[config.mk]
export PLATFORM = sky130hd
export DESIGN_NAME = can_bit_timer
export DESIGN_NICKNAME = d
export VERILOG_FILES = /design/src/rtl/can_bt_pkg.sv /design/src/rtl/can_bt_cfg.sv /design/src/rtl/can_bt_prescale.sv /design/src/rtl/can_bt_edge.sv /design/src/rtl/can_bt_seg.sv /design/src/rtl/can_bit_timer.sv
export SDC_FILE = /design/constraint.sdc
export NUM_CORES = 1
export LEC_CHECK = 0
export CORE_ASPECT_RATIO = 0.6
export CORE_MARGIN = 8
export CORE_UTILIZATION = 35
export CTS_CLUSTER_SIZE = 40
export DETAILED_ROUTE_END_ITERATION = 16
export DONT_BUFFER_PORTS = 1
export SETUP_SLACK_MARGIN = 0.05
export SLEW_MARGIN = 25
export SYNTH_ARGS = -nofsm -noshare
export SYNTH_HDL_FRONTEND = slang
export SYNTH_SLANG_ARGS = --single-unit
export TNS_END_PERCENT = 20
[constraint.sdc]
create_clock -name clk -period 13 [get_ports clk]
set_clock_uncertainty 0.1 [all_clocks]
set_input_delay 0.65 -clock clk [delete_from_list [all_inputs] [get_ports clk]]
set_output_delay 0.65 -clock clk [all_outputs]
set_load 0.02 [all_outputs]
[src/rtl/can_bt_pkg.sv]
package can_bt_pkg;

    typedef enum logic [1:0] {
        SEG_SYNC = 2'd0,
        SEG_PH1  = 2'd1,
        SEG_PH2  = 2'd2
    } seg_e;

    function automatic int unsigned max2(input int unsigned a, input int unsigned b);
        return (a > b) ? a : b;
    endfunction

endpackage

[src/rtl/can_bt_cfg.sv]
module can_bt_cfg #(
    parameter int BRP_W = 10,
    parameter int T1_W  = 4,
    parameter int T2_W  = 3,
    parameter int SJ_W  = 2
) (
    input  logic             clk,
    input  logic             rst,
    input  logic             init_mode,
    input  logic             cfg_unlock,
    input  logic [BRP_W-1:0] brp_in,
    input  logic [T1_W-1:0]  t1_in,
    input  logic [T2_W-1:0]  t2_in,
    input  logic [SJ_W-1:0]  sj_in,
    output logic [BRP_W-1:0] brp,
    output logic [T1_W-1:0]  t1,
    output logic [T2_W-1:0]  t2,
    output logic [SJ_W-1:0]  sj
);

    logic load;
    assign load = init_mode && cfg_unlock;

    always_ff @(posedge clk) begin
        if (rst) begin
            brp <= '0;
            t1  <= '0;
            t2  <= '0;
            sj  <= '0;
        end else if (load) begin
            brp <= brp_in;
            t1  <= t1_in;
            t2  <= t2_in;
            sj  <= sj_in;
        end
    end

    // fields frozen unless both gates are open
    assert_cfg_hold_R6: assert property (@(posedge clk) disable iff (rst)
        !load |=> ($stable(brp) && $stable(t1) && $stable(t2) && $stable(sj)));

endmodule

[src/rtl/can_bt_prescale.sv]
module can_bt_prescale #(
    parameter int BRP_W = 10
) (
    input  logic             clk,
    input  logic             rst,
    input  logic             run,
    input  logic             restart,
    input  logic [BRP_W-1:0] brp,
    output logic             tick
);

    logic             half;
    logic [BRP_W-1:0] cnt;

    assign tick = run && half && (cnt == brp);

    always_ff @(posedge clk) begin
        if (rst || !run || restart) begin
            half <= 1'b0;
            cnt  <= '0;
        end else begin
            half <= ~half;
            if (half) begin
                cnt <= (cnt == brp) ? '0 : cnt + BRP_W'(1);
            end
        end
    end

    // quanta are at least two clocks long
    assert_tick_gap_R2: assert property (@(posedge clk) disable iff (rst)
        tick |=> !tick);

endmodule

[src/rtl/can_bt_edge.sv]
module can_bt_edge (
    input  logic clk,
    input  logic rst,
    input  logic run,
    input  logic rx_in,
    output logic fall
);

    logic rx_prev;

    always_ff @(posedge clk) begin
        if (rst) rx_prev <= 1'b1;
        else     rx_prev <= rx_in;
    end

    assign fall = run && rx_prev && !rx_in;

endmodule

[src/rtl/can_bt_seg.sv]
module can_bt_seg
    import can_bt_pkg::*;
#(
    parameter int T1_W = 4,
    parameter int T2_W = 3,
    parameter int SJ_W = 2
) (
    input  logic            clk,
    input  logic            rst,
    input  logic            run,
    input  logic            tick,
    input  logic            fall,
    input  logic            bus_idle,
    input  logic            rx_in,
    input  logic [T1_W-1:0] t1,
    input  logic [T2_W-1:0] t2,
    input  logic [SJ_W-1:0] sj,
    output logic            restart,
    output logic            sample_stb,
    output logic            tx_stb,
    output logic            sample_bit,
    output logic [1:0]      seg_code
);

    localparam int QW = int'(max2(max2(T1_W, T2_W), SJ_W)) + 1;
    localparam int AW = SJ_W + 1;

    seg_e          seg, seg_n;
    logic [QW-1:0] q, q_n;
    logic [AW-1:0] ext, ext_n, cut, cut_n;
    logic          synced, synced_n;
    logic [QW-1:0] t1q, t2q, sjq_w, late, early;
    logic [AW-1:0] sjq;
    logic          ph1_end, ph2_end, adv;

    assign t1q   = QW'(t1) + QW'(1);
    assign t2q   = QW'(t2) + QW'(1);
    assign sjq   = AW'(sj) + AW'(1);
    assign sjq_w = QW'(sjq);
    assign late  = q + QW'(1);
    assign early = t2q - q;

    always_comb begin
        restart  = 1'b0;
        ext_n    = ext;
        cut_n    = cut;
        synced_n = synced;
        if (fall) begin
            if (bus_idle) begin
                restart = 1'b1;
            end else if (!synced) begin
                if (seg == SEG_PH1) begin
                    ext_n    = (late < sjq_w) ? AW'(late) : sjq;
                    synced_n = 1'b1;
                end else if (seg == SEG_PH2) begin
                    if (early <= sjq_w) begin
                        restart = 1'b1;
                    end else begin
                        cut_n    = sjq;
                        synced_n = 1'b1;
                    end
                end
            end
        end

        ph1_end    = (q == t1q + QW'(ext_n) - QW'(1));
        ph2_end    = (q == t2q - QW'(cut_n) - QW'(1));
        adv        = tick && !restart;
        sample_stb = adv && (seg == SEG_PH1) && ph1_end;
        tx_stb     = adv && (seg == SEG_SYNC);

        seg_n = seg;
        q_n   = q;
        if (!run || restart) begin
            seg_n    = SEG_SYNC;
            q_n      = '0;
            ext_n    = '0;
            cut_n    = '0;
            synced_n = 1'b0;
        end else if (tick) begin
            case (seg)
                SEG_SYNC: begin
                    seg_n = SEG_PH1;
                    q_n   = '0;
                end
                SEG_PH1: begin
                    if (ph1_end) begin
                        seg_n = SEG_PH2;
                        q_n   = '0;
                    end else begin
                        q_n = q + QW'(1);
                    end
                end
                default: begin
                    if (ph2_end) begin
                        seg_n    = SEG_SYNC;
                        q_n      = '0;
                        ext_n    = '0;
                        cut_n    = '0;
                        synced_n = 1'b0;
                    end else begin
                        q_n = q + QW'(1);
                    end
                end
            endcase
        end
    end

    always_ff @(posedge clk) begin
        if (rst) begin
            seg        <= SEG_SYNC;
            q          <= '0;
            ext        <= '0;
            cut        <= '0;
            synced     <= 1'b0;
            sample_bit <= 1'b1;
        end else begin
            seg    <= seg_n;
            q      <= q_n;
            ext    <= ext_n;
            cut    <= cut_n;
            synced <= synced_n;
            if (sample_stb) sample_bit <= rx_in;
        end
    end

    assign seg_code = seg;

    // lengthening never exceeds the jump width
    assert_ext_bound_R8: assert property (@(posedge clk) disable iff (rst)
        ext <= sjq);

    // shortening never exceeds the jump width
    assert_cut_bound_R9: assert property (@(posedge clk) disable iff (rst)
        cut <= sjq);

    // idle-bus edge puts the bit back at sync
    assert_hard_sync_R7: assert property (@(posedge clk) disable iff (rst)
        (fall && bus_idle) |=> (seg == SEG_SYNC && q == '0));

    // the sample point closes TSEG1
    assert_sample_ph2_R4: assert property (@(posedge clk) disable iff (rst)
        (sample_stb && run) |=> (seg == SEG_PH2));

    // a second edge in the same bit leaves the adjustment alone
    assert_one_sync_R10: assert property (@(posedge clk) disable iff (rst)
        (run && synced && fall && !bus_idle && !tick) |=> ($stable(ext) && $stable(cut)));

endmodule

[src/rtl/can_bit_timer.sv]
module can_bit_timer #(
    parameter int BRP_LO_W = 6,
    parameter int BRP_HI_W = 4,
    parameter int TSEG1_W  = 4,
    parameter int TSEG2_W  = 3,
    parameter int SJW_W    = 2
) (
    input  logic                clk,
    input  logic                rst,
    input  logic                init_mode,
    input  logic                cfg_unlock,
    input  logic [BRP_LO_W-1:0] cfg_brp_lo,
    input  logic [BRP_HI_W-1:0] cfg_brp_hi,
    input  logic [TSEG1_W-1:0]  cfg_tseg1,
    input  logic [TSEG2_W-1:0]  cfg_tseg2,
    input  logic [SJW_W-1:0]    cfg_sjw,
    input  logic                bus_idle,
    input  logic                rx_in,
    output logic                tq_tick,
    output logic                sample_stb,
    output logic                sample_bit,
    output logic                tx_stb,
    output logic [1:0]          seg_state
);

    localparam int BRP_W = BRP_LO_W + BRP_HI_W;

    logic [BRP_W-1:0]   brp;
    logic [TSEG1_W-1:0] t1;
    logic [TSEG2_W-1:0] t2;
    logic [SJW_W-1:0]   sj;
    logic               run, fall, restart;

    assign run = !init_mode;

    can_bt_cfg #(.BRP_W(BRP_W), .T1_W(TSEG1_W), .T2_W(TSEG2_W), .SJ_W(SJW_W)) u_cfg (
        .clk        (clk),
        .rst        (rst),
        .init_mode  (init_mode),
        .cfg_unlock (cfg_unlock),
        .brp_in     ({cfg_brp_hi, cfg_brp_lo}),
        .t1_in      (cfg_tseg1),
        .t2_in      (cfg_tseg2),
        .sj_in      (cfg_sjw),
        .brp        (brp),
        .t1         (t1),
        .t2         (t2),
        .sj         (sj)
    );

    can_bt_prescale #(.BRP_W(BRP_W)) u_pre (
        .clk     (clk),
        .rst     (rst),
        .run     (run),
        .restart (restart),
        .brp     (brp),
        .tick    (tq_tick)
    );

    can_bt_edge u_edge (
        .clk   (clk),
        .rst   (rst),
        .run   (run),
        .rx_in (rx_in),
        .fall  (fall)
    );

    can_bt_seg #(.T1_W(TSEG1_W), .T2_W(TSEG2_W), .SJ_W(SJW_W)) u_seg (
        .clk        (clk),
        .rst        (rst),
        .run        (run),
        .tick       (tq_tick),
        .fall       (fall),
        .bus_idle   (bus_idle),
        .rx_in      (rx_in),
        .t1         (t1),
        .t2         (t2),
        .sj         (sj),
        .restart    (restart),
        .sample_stb (sample_stb),
        .tx_stb     (tx_stb),
        .sample_bit (sample_bit),
        .seg_code   (seg_state)
    );

    // configuration mode is silent
    assert_init_quiet_R1: assert property (@(posedge clk) disable iff (rst)
        init_mode |-> (!tq_tick && !sample_stb && !tx_stb));

endmodule

==> impl_summary.md <==
Clock tree
The H-tree level count is 2. The CTS tree is done. The clock passes through at most 2 buffers. The number of post-CTS setup repair buffers is 0.

Once the clock tree was built, the resizer swapped 0 gates to a different size. The clock transition at the register clock pins on the worst setup and hold paths after CTS is 0.07 ns. For this design, the CTS-stage hold fixing added 0 buffers. The number of buffers inserted during clock tree synthesis is 5. The root buffer selected by CTS is sky130_fd_sc_hd__clkbuf_16. The sink count of the clock tree is 46.

The clock reaches the later pin of the worst-skew pair after 0.29 ns.

STA
Final hold analysis gives a worst-case slack of 0.322 ns. The maximum clock frequency is 0.194 GHz. The final setup slack of the worst path is 7.85 ns. The final critical delay including setup and external delays is 5.15 ns. Adding up every negative setup slack in the final design gives 0 ns. The final worst-path cycle share is 39.6%. The worst max-slew margin expressed relative to the limit is 54.3%. The count of endpoints failing hold in the final timing report came to 0. Setup repair after global routing left no endpoint under its margin. The final max-slew violation count is 0. Setup violations remaining at the end of the flow were counted as 0. The slew at the pin closest to its max-slew limit is 0.679 ns.

GRT
The wire length of the first global-routing pass is 11,200 um. In the global route stage, overall resource usage came out at 12.3%. The via count of the first global-routing pass is 2,149. The number of antenna violations at the first check in global routing is 0.

Entering global routing, the biggest net connects 23 pins. For this run the aggregate overflow at the end of global routing stands at 0.

Yosys
After synthesis, flip-flops and latches occupy 32.5% of the total area. After synthesis the cells add up to 2830 um^2. The post-synth net total is 379. The share of async-settable or async-resettable flops after synthesis is 0%. In the synthesized netlist the dominant register cell turns out to be sky130_fd_sc_hd__dfxtp_1. The flop and latch count out of synthesis is 46. The cell count after synthesis is 333. The synthesized netlist contains 49 unique library cells. The mean area per synthesized cell is 8.50 um^2. The yosys synthesis warning count is 0. In this run, synthesis inferred 0 flip-flops with an integrated enable.

Run
The number of max-cap violations is 0.

Cells and area
Fill cells in the final layout number 792. In the layout the commonest cells are sky130_fd_sc_hd__nand2_1 (54), sky130_fd_sc_hd__dfxtp_1 (46), sky130_fd_sc_hd__a21oi_1 (30). 0 antenna diodes ended up in the layout. The leading cell type in the layout, fill and taps excluded is sky130_fd_sc_hd__nand2_1. The layout-stage area growth over the synthesis result is 9.01%. The finished layout cell area is 3090 um^2. The share of post-route cells with drive strength above 1 is 7.88%. The final net count is 375.

Floorplan
The number of primary I/O pins is 31. The area of the core is 7850 um^2. Measured along the y axis, the die boundary spans 85.7 um. After floorplanning, the core was divided into 25 placement rows. The die covers 11,300 um^2. The floorplan step set the die width to 132 um. Once the floorplan was initialized, standard cells occupied 36.1% of the core.

Drt
Once detail routing completed, the nets flagged for antenna violations numbered 0. The routed length per placed instance is 15.6 um. The wire length after detailed routing is 6850 um. The DRC violations left is 0. In the routed layout, each cell is associated on average with a via count of 5.06. The overall via count from detail_route is 2,216.

The iteration count of the initial detailed-routing pass is 4. After the first detailed-routing iteration, the DRC count stood at 125.

Critical path
Data arrives at the worst endpoint at 4.40 ns. The setup path with the least slack is of type reg2out. STA classifies the critical path endpoint as a primary output.

STA classifies the critical path startpoint as a register. Data on the critical path is required at its endpoint by 12.25 ns. In this run the worst path has a maximum fanout of 7.

The slack of the worst reg-to-reg path is 7.88 ns.

Placed design
Routability-driven placement finished with a final weighted congestion of 0.919. Before CTS, the worst setup slack after placement is 7.92 ns. The count of buffers added on input and output ports is 0. The HPWL reported at the end of detailed placement is 5400 um. The area of placed instances is 2910 um^2.

Pwr
For this design the static power due to leakage is 1.11 nW. The maximum resistive drop on vdd is 0.0000496 V. Overall power consumption after layout is estimated at 0.000327 W. For this design the ratio of total power to cell area is 106 nW/um^2.

Status
The flow ran to the end, and the final reports show no timing, DRC or antenna violations.

Worst hold path
The worst min-delay path class is in2reg.
[worst max-delay path, cell delays in order, from the launching register on]
cell	delay [ns]
sky130_fd_sc_hd__dfxtp_1	0.59
sky130_fd_sc_hd__ha_1	0.33
sky130_fd_sc_hd__xor2_1	0.31
sky130_fd_sc_hd__ha_1	0.30
sky130_fd_sc_hd__a2111o_1	0.44
sky130_fd_sc_hd__mux2_4	0.34
sky130_fd_sc_hd__mux2i_4	0.17
sky130_fd_sc_hd__inv_1	0.07
sky130_fd_sc_hd__ha_1	0.27
sky130_fd_sc_hd__a21o_1	0.18
sky130_fd_sc_hd__a21oi_1	0.24
sky130_fd_sc_hd__xnor2_1	0.23
sky130_fd_sc_hd__nand4_1	0.16
sky130_fd_sc_hd__nor3b_2	0.48
[flip-flops by register name (all words and copies together), names as in the netlist]
signal            flops
u_seg.q               5
u_seg.cut             3
u_cfg.t2              3
u_pre.cnt            10
u_cfg.brp            10
u_seg.ext             3
u_seg.seg_code        2
u_cfg.sj              2
u_pre.half            1
u_cfg.t1              4
u_edge.rx_prev        1
u_seg.sample_bit      1
u_seg.synced          1
[routing by layer]
metal / vias to the layer above / global-route usage (%) / wire length, um
met1: 1017 / 17.7 / 3640
met4: 0 / 3.42 / 74
met3: 9 / 4.03 / 511
met5: - / 0 / 0
li1: 1136 / - / -
met2: 54 / 16.7 / 2620
[report_power, final]
part / switching [W] / internal (W) / total, W
clock network: 0.0000541 / 0.0000900 / 0.000144
logic: 0.0000203 / 0.0000147 / 0.0000350
registers: 0.00000321 / 0.000144 / 0.000147
[per-stage QoR]
step           util, %  std cells
2_1_floorplan        -        333
3_3_place_gp      37.1        430
3_5_place_dp      37.1        430
4_1_cts           39.2        438
5_1_grt           39.3        438
6_report          39.3        438
[synth_stat cells, types with 2 or more instances]
cell                       count  area share (%)
sky130_fd_sc_hd__o21a_1        3            0.80
sky130_fd_sc_hd__and3b_2       2            0.71
sky130_fd_sc_hd__xnor2_1      26             8.0
sky130_fd_sc_hd__mux2_4        2             1.1
sky130_fd_sc_hd__clkbuf_1      4            0.53
sky130_fd_sc_hd__nand3_2       3             1.1
sky130_fd_sc_hd__nor2b_1       7             1.5
sky130_fd_sc_hd__fa_1          3             2.1
sky130_fd_sc_hd__a211oi_1      2            0.53
sky130_fd_sc_hd__nand2_1      54             7.2
sky130_fd_sc_hd__nand3_1      14             2.5
sky130_fd_sc_hd__o21ai_0       9             1.6
sky130_fd_sc_hd__xor2_1       10             3.1
sky130_fd_sc_hd__buf_4         2            0.53
sky130_fd_sc_hd__a21o_1        4             1.1
sky130_fd_sc_hd__nor2_1       22             2.9
sky130_fd_sc_hd__and2_1        4            0.88
sky130_fd_sc_hd__ha_1         18             8.0
sky130_fd_sc_hd__mux2i_1       4             1.4
sky130_fd_sc_hd__clkbuf_2      2            0.35
sky130_fd_sc_hd__a21oi_1      30             5.3
sky130_fd_sc_hd__or3_1         2            0.44
sky130_fd_sc_hd__dfxtp_1      46              33
sky130_fd_sc_hd__inv_1        17             2.3
sky130_fd_sc_hd__nand4_1      11             2.4
sky130_fd_sc_hd__buf_2         2            0.35
sky130_fd_sc_hd__nand2b_1      4            0.88
sky130_fd_sc_hd__nor3_1        5            0.88
[layout make-up]
cell class | count | area [um^2] | share of cell area (%)
Multi-Input combinational cell | 259 | 1800 | 58.4
Sequential cell | 46 | 921 | 29.8
Tap cell | 108 | 135 | 4.38
Clock buffer | 5 | 125 | 4.05
Inverter | 17 | 63.8 | 2.07
Clock inverter | 3 | 40.0 | 1.30
[path summary, 6_finish.rpt]
| kind | from | endpoint | cells after the start |
|---|---|---|---|
| max | u_seg.q[1] | sample_stb | 13 |
| min | rst | u_cfg.t1[1] | 1 |
| max reg2reg | u_cfg.t2[0] | u_seg.q[2] | 20 |
| min reg2reg | u_cfg.sj[1] | u_cfg.sj[1] | 2 |
[logic make-up (layout without fill, tap and decap cells)]
kind of cell             after synthesis  count (layout)  share of synthesized area [%]
AND/OR/NAND/NOR                      138             138                           24.9
AO/OA/AOI/OAI                         56              56                           13.1
adder cells (fa/ha/maj)               21              21                           10.1
flip-flops                            46              46                           32.5
XOR/XNOR                              37              37                           12.0
buffers and inverters                 28              25                           4.15
multiplexers                           7               7                           3.27
No activity file was read; power rests on OpenSTA's default activity.
